<file path="config.mk">
export PLATFORM = sky130hd
export DESIGN_NAME = rtn_ctrl
export DESIGN_NICKNAME = d
export VERILOG_FILES = /design/src/rtl/rtn_pkg.sv /design/src/rtl/rtn_decode.sv /design/src/rtl/rtn_stack.sv /design/src/rtl/rtn_ctx.sv /design/src/rtl/rtn_ctrl.sv
export SDC_FILE = /design/constraint.sdc
export NUM_CORES = 1
export LEC_CHECK = 0
export ABC_AREA = 1
export CORE_ASPECT_RATIO = 0.75
export CORE_MARGIN = 3
export CORE_UTILIZATION = 30
export DETAILED_ROUTE_END_ITERATION = 7
export DONT_BUFFER_PORTS = 1
export PLACE_DENSITY = 0.43
export REMOVE_ABC_BUFFERS = 1
export SLEW_MARGIN = 0
export SYNTH_ARGS = -nofsm -noshare
export SYNTH_HDL_FRONTEND = slang
export SYNTH_HIERARCHICAL = 1
export SYNTH_SLANG_ARGS = --single-unit
</file>
<file path="constraint.sdc">
create_clock -name clk -period 5.73 [get_ports clk]
set_input_delay 0.573 -clock clk [delete_from_list [all_inputs] [get_ports clk]]
set_output_delay 0.573 -clock clk [all_outputs]
set_load 0.1 [all_outputs]
</file>
<file path="src/rtl/rtn_pkg.sv">
package rtn_pkg;

    localparam int W_W   = 8;
    localparam int ST_W  = 5;
    localparam int BSR_W = 4;

    localparam logic [7:0]  RETLIT_TOP = 8'h0C;
    localparam logic [14:0] RETINT_TOP = 15'h0008;

    typedef enum logic [1:0] {
        OP_OTHER  = 2'd0,
        OP_RETLIT = 2'd1,
        OP_RETINT = 2'd2
    } op_kind_e;

    typedef struct packed {
        op_kind_e         kind;
        logic [W_W-1:0]   lit;
        logic             fast;
    } dec_t;

    typedef struct packed {
        logic [W_W-1:0]   w;
        logic [ST_W-1:0]  st;
        logic [BSR_W-1:0] bsr;
    } ctx_t;

    function automatic dec_t decode_word(input logic [15:0] iw);
        dec_t d;
        d.lit  = iw[W_W-1:0];
        d.fast = iw[0];
        if (iw[15:8] == RETLIT_TOP)
            d.kind = OP_RETLIT;
        else if (iw[15:1] == RETINT_TOP)
            d.kind = OP_RETINT;
        else
            d.kind = OP_OTHER;
        return d;
    endfunction

endpackage

</file>
<file path="src/rtl/rtn_decode.sv">
module rtn_decode
    import rtn_pkg::*;
(
    input  logic [15:0] instr,
    output dec_t        dec
);
    always_comb dec = decode_word(instr);
endmodule

</file>
<file path="src/rtl/rtn_stack.sv">
module rtn_stack #(
    parameter int PC_W  = 21,
    parameter int DEPTH = 31
) (
    input  logic            clk,
    input  logic            rst,
    input  logic            push,
    input  logic [PC_W-1:0] push_addr,
    input  logic            pop,
    output logic [PC_W-1:0] tos,
    output logic            empty,
    output logic            uflow
);
    localparam int SP_W = $clog2(DEPTH + 1);
    localparam logic [SP_W-1:0] SP_FULL = SP_W'(DEPTH);

    logic [PC_W-1:0] mem [DEPTH];
    logic [SP_W-1:0] sp;
    logic            full;
    logic            do_push;

    assign empty   = (sp == '0);
    assign full    = (sp == SP_FULL);
    assign do_push = push && !pop && !full;
    assign tos     = empty ? '0 : mem[sp - SP_W'(1)];

    always_ff @(posedge clk) begin
        if (rst) begin
            sp    <= '0;
            uflow <= 1'b0;
        end else if (pop) begin
            if (empty)
                uflow <= 1'b1;
            else
                sp <= sp - SP_W'(1);
        end else if (do_push) begin
            sp <= sp + SP_W'(1);
        end
    end

    always_ff @(posedge clk) begin
        if (do_push)
            mem[sp[SP_W-1:0]] <= push_addr;
    end
endmodule

</file>
<file path="src/rtl/rtn_ctx.sv">
module rtn_ctx
    import rtn_pkg::*;
(
    input  logic           clk,
    input  logic           rst,
    input  logic           dp_we,
    input  ctx_t           dp_ctx,
    input  logic           cap,
    input  logic           restore,
    input  logic           lit_we,
    input  logic [W_W-1:0] lit,
    input  logic           ret_blk,
    output ctx_t           live,
    output ctx_t           shadow
);
    always_ff @(posedge clk) begin
        if (rst) begin
            live <= '0;
        end else if (restore) begin
            live <= shadow;
        end else if (lit_we) begin
            live.w <= lit;
        end else if (dp_we && !ret_blk) begin
            live <= dp_ctx;
        end
    end

    always_ff @(posedge clk) begin
        if (rst)
            shadow <= '0;
        else if (cap)
            shadow <= live;
    end
endmodule

</file>
<file path="src/rtl/rtn_ctrl.sv">
module rtn_ctrl
    import rtn_pkg::*;
#(
    parameter int PC_W      = 21,
    parameter int STK_DEPTH = 31
) (
    input  logic              clk,
    input  logic              rst,
    input  logic              start,
    input  logic [15:0]       instr,
    input  logic              push,
    input  logic [PC_W-1:0]   push_addr,
    input  logic              shadow_cap,
    input  logic              prio_mode,
    input  logic              dp_we,
    input  logic [W_W-1:0]    dp_w,
    input  logic [ST_W-1:0]   dp_status,
    input  logic [BSR_W-1:0]  dp_bsr,
    input  logic              gie_we,
    input  logic [1:0]        gie_wdata,
    output logic [PC_W-1:0]   pc,
    output logic [PC_W-1:0]   tos,
    output logic [W_W-1:0]    w,
    output logic [ST_W-1:0]   status,
    output logic [BSR_W-1:0]  bsr,
    output logic              gie_hi,
    output logic              gie_lo,
    output logic              busy,
    output logic              not_handled,
    output logic              underflow
);
    dec_t dec;
    ctx_t live, shadow, dp_ctx;
    logic accept, is_ret, is_bad, is_int, restore, lit_we, stk_empty;

    rtn_decode u_dec (.instr(instr), .dec(dec));

    assign accept  = start && !busy;
    assign is_ret  = accept && (dec.kind != OP_OTHER);
    assign is_bad  = accept && (dec.kind == OP_OTHER);
    assign is_int  = is_ret && (dec.kind == OP_RETINT);
    assign restore = is_int && dec.fast;
    assign lit_we  = is_ret && (dec.kind == OP_RETLIT);
    assign dp_ctx  = '{w: dp_w, st: dp_status, bsr: dp_bsr};

    rtn_stack #(.PC_W(PC_W), .DEPTH(STK_DEPTH)) u_stk (
        .clk(clk), .rst(rst), .push(push), .push_addr(push_addr),
        .pop(is_ret), .tos(tos), .empty(stk_empty), .uflow(underflow)
    );

    rtn_ctx u_ctx (
        .clk(clk), .rst(rst), .dp_we(dp_we), .dp_ctx(dp_ctx),
        .cap(shadow_cap), .restore(restore), .lit_we(lit_we),
        .lit(dec.lit), .ret_blk(is_ret), .live(live), .shadow(shadow)
    );

    assign w      = live.w;
    assign status = live.st;
    assign bsr    = live.bsr;

    always_ff @(posedge clk) begin
        if (rst) begin
            pc          <= '0;
            busy        <= 1'b0;
            not_handled <= 1'b0;
        end else begin
            busy        <= is_ret;
            not_handled <= is_bad;
            if (is_ret)
                pc <= stk_empty ? '0 : tos;
        end
    end

    always_ff @(posedge clk) begin
        if (rst) begin
            gie_hi <= 1'b0;
            gie_lo <= 1'b0;
        end else if (is_int) begin
            if (!prio_mode || !gie_hi)
                gie_hi <= 1'b1;
            else
                gie_lo <= 1'b1;
        end else if (gie_we && !is_ret) begin
            gie_hi <= gie_wdata[1];
            gie_lo <= gie_wdata[0];
        end
    end
endmodule

</file>
==> out/metrics.json <==
{
  "timing": {
    "max-slew-margin-rel_pct": 16.13,
    "finalClockSkew_ns": 0.02900,
    "post-route-min-period_ns": 5.497,
    "whs_ns": 0.03804,
    "postLayoutSetupSlackWorst_ns": 0.2327,
    "rsz0062_at_grt": "no",
    "hold_viol_final": 0,
    "setup_viol": 0,
    "worst_pin_slew_ns": 1.258,
    "layout_worst_path_cycle_share_pct": 95.94,
    "slew_viol_final": 0,
    "max_freq_ghz": 0.1819
  },
  "route": {
    "drcViolationCount": 0,
    "postRouteWirelength_mm": 97.45,
    "via_count": 19880,
    "avgRoutedWirePerCell_um": 24.88,
    "firstDrtPassIters": 6,
    "detailedRoute.firstIterationViolations": 2206,
    "drtAntennaViolNets": 0,
    "post_drt_via_cell_ratio": 5.075
  },
  "die": {
    "initial_core_util_pct": 30.59,
    "coreArea_um2": 96250,
    "num_rows": 98,
    "die_w_um": 367.8,
    "io_pins": 128,
    "die_h_um": 277.3,
    "die-area_um2": 102000
  },
  "worst_setup_path": {
    "cp-start-kind": "register",
    "crit_path_end_kind": "output port",
    "crit_family": "buffers and inverters",
    "timing.critical_path.fanout_max": 109,
    "crit_required_ns": 5.16,
    "critical-path-max-stage-delay_ns": 0.82,
    "crit_path_top_delay_cell": "sky130_fd_sc_hd__inv_1",
    "critPathKind": "register to output port",
    "critical_path.n_buffers_inverters": 2,
    "worstPathCellList": "inv_8 -> ha_1 -> nand2_1 -> o21ai_0 -> o21ai_2 -> inv_1 -> nand3_1 -> a21oi_4",
    "cp.arrival_ns": 4.92
  },
  "yosys": {
    "ys_seq_area_share_pct": 70.81,
    "synthesis.yosys.warnings": 6,
    "netlist_area_um2": 29450,
    "netlist_instances": 2602,
    "synth_edf_count": 651,
    "asyncSetResetFlopFracSynth_pct": 0,
    "post_synth_num_cell_types": 33,
    "synth-main-ff-cell": "sky130_fd_sc_hd__edfxtp_1",
    "synth.ff_latch_count": 716,
    "synthesis.area_per_instance_um2": 11.32
  },
  "placed_design": {
    "io_buffer_count": 0,
    "gp_congestion": 0.8244,
    "dp_hpwl_mm": 57.47,
    "dpl_worst_slack_ns": 0.9973
  },
  "finish": {
    "drive_above_1_share_pct": 9.586,
    "design.final.nets": 2622,
    "area.growth.synth_to_final_pct": 12.47,
    "multi_input_comb_area_um2": 7731,
    "register_area_um2": 20850,
    "layout.cells.most_common": "sky130_fd_sc_hd__nand2_1",
    "fillCellCount": 9472,
    "mostFrequentLayoutCells": "760 x sky130_fd_sc_hd__nand2_1, 651 x sky130_fd_sc_hd__edfxtp_1, 641 x sky130_fd_sc_hd__nand3_1, 81 x sky130_fd_sc_hd__nor2_1, 76 x sky130_fd_sc_hd__clkbuf_16"
  },
  "clock_tree": {
    "cts_buffers": 74,
    "cts_repair_resize_count": 0,
    "ctsLongestPathBuffers": 3,
    "clock_tree.root_cell": "sky130_fd_sc_hd__clkbuf_16",
    "cts_tree": "built",
    "ctsHtreeMaxLevel": 3,
    "clk_pin_slew_ns": 0.06,
    "clk-insertion-delay-late_ns": 0.63,
    "clock-sinks": 716
  },
  "global_routing": {
    "grt_pass1_wl_mm": 139.9,
    "number_of_antenna_violations_at_the_first_check_in_global_routing": 5,
    "maximum_number_of_pins_on_one_net_before_global_route_repair": 189,
    "track_usage_pct": 18.79,
    "number_of_global_route_vias_before_repair": 18710,
    "grt.overflow.total": 0
  },
  "pwr": {
    "vdd_drop_max_uv": 244.0,
    "pwr_density_cell_nw_per_um2": 377.3,
    "leakage_uw": 0.01148
  },
  "outcome": {
    "status": "complete, no violations"
  },
  "job": {
    "max_cap_viol_count": 0
  },
  "hold_path": {
    "class_of_the_worst_hold_path": "primary input to register"
  }
}
-- where the power goes --
group	switching [µW]	internal, µW
registers	103	5750
logic	1580	430
clock network	2010	2620
-- cell families (layout without fill, tap and decap cells) --
logic type | after synthesis | in the layout | synth area share, %
DFF | 716 | 716 | 70.81
AOI/OAI and AO/OA | 95 | 95 | 1.938
adders and majority gates | 6 | 6 | 0.2549
buffers and inverters | 230 | 236 | 4.104
xor gates and xnor gates | 1 | 1 | 0.02975
other | 0 | 9 | 0
and+or+nand+nor | 1554 | 1554 | 22.87
-- sequential cells by signal, summed over array words and instances, names as in the netlist --
| name | count |
|---|---|
| gie_hi | 1 |
| u_ctx/shadow | 17 |
| gie_lo | 1 |
| pc | 21 |
| not_handled | 1 |
| busy | 1 |
| u_stk/uflow | 1 |
| u_ctx/live | 17 |
| u_stk/sp | 5 |
| u_stk/mem | 651 |
-- worst reg2reg max path, stage by stage (launching register included) --
cell	delay (ns)
sky130_fd_sc_hd__dfxtp_4	0.52
sky130_fd_sc_hd__inv_8	0.64
sky130_fd_sc_hd__ha_1	0.36
sky130_fd_sc_hd__nand2_1	0.13
sky130_fd_sc_hd__o21ai_0	0.23
sky130_fd_sc_hd__o21ai_2	0.38
sky130_fd_sc_hd__inv_1	0.82
sky130_fd_sc_hd__nand3_1	0.45
sky130_fd_sc_hd__a21oi_4	0.77
sky130_fd_sc_hd__nand2_1	0.16
sky130_fd_sc_hd__o21ai_2	0.17
-- repair_timing --
action | 4_1_cts | 5_1_grt
endpoints found under the hold margin | 5 | 0
hold buffers | 2 | 0
buffers inserted | 0 | 0
endpoints found under the setup margin | 0 | 0
-- routing by layer --
| layer | vias to the layer above | GRT usage (%) | routed length, µm |
|---|---|---|---|
| met5 | - | 0 | 0 |
| met3 | 119 | 4.924 | 7493 |
| li1 | 9016 | - | - |
| met1 | 10060 | 28.30 | 46340 |
| met2 | 686 | 26.13 | 40710 |
| met4 | 0 | 5.856 | 2900 |
-- synth_stat cells (4+ instances only) --
cell                       instances  area (µm²)
sky130_fd_sc_hd__nand2_1         761        2856
sky130_fd_sc_hd__edfxtp_1        651       19550
sky130_fd_sc_hd__nand3_1         641        3208
sky130_fd_sc_hd__nor2_1          113       424.2
sky130_fd_sc_hd__buf_2            90       450.4
sky130_fd_sc_hd__dfxtp_1          65        1301
sky130_fd_sc_hd__inv_1            51       191.4
sky130_fd_sc_hd__o21ai_0          39       195.2
sky130_fd_sc_hd__buf_4            35       262.8
sky130_fd_sc_hd__a21oi_1          30       150.1
sky130_fd_sc_hd__clkbuf_1         28       105.1
sky130_fd_sc_hd__o21ai_2          20       175.2
sky130_fd_sc_hd__or2_2            20       125.1
sky130_fd_sc_hd__buf_6            13       146.4
sky130_fd_sc_hd__ha_1              6       75.07
sky130_fd_sc_hd__inv_2             6       22.52
sky130_fd_sc_hd__buf_1             5       18.77
sky130_fd_sc_hd__nand2_2           5       31.28
sky130_fd_sc_hd__nand4_1           5       31.28
sky130_fd_sc_hd__nor3_1            4       20.02
-- final timing paths --
path                    from         endpoint  slack (ns)  cells after the start
max reg2reg      u_stk/sp[0]           pc[11]        1.03                     10
max              u_stk/sp[0]          tos[11]        0.23                      8
min             push_addr[2]  u_stk/mem[1][2]        0.04                      0
min reg2reg  u_ctx/shadow[0]  u_ctx/shadow[0]        0.51                      2
-- through the flow --
| step | util [%] | power, µW | cells | cell area (µm²) | setup TNS, ns |
|---|---|---|---|---|---|
| 6_report | 34.41 | 12500 | 3917 | 33120 | 0 |
| 5_1_grt | 34.38 | 12950 | 3908 | 33100 | 0 |
| 4_1_cts | 34.38 | 12610 | 3908 | 33100 | 0 |
| 3_5_place_dp | 32.00 | 7962 | 3774 | 30800 | 0 |
| 3_3_place_gp | 32.00 | 7978 | 3774 | 30800 | 0 |
| 2_1_floorplan | - | 7203 | 2431 | 28460 | -3434.25 |
-- layout make-up --
type | instances | share of cell area, %
Antenna cell | 9 | 0.06800
Clock buffer | 103 | 6.139
Clock inverter | 29 | 0.7405
Inverter | 59 | 0.7178
Multi-Input combinational cell | 1656 | 23.34
Sequential cell | 716 | 62.97
Tap cell | 1300 | 4.911
Timing Repair Buffer | 45 | 1.111
No activity file was read; power rests on OpenSTA's default activity.
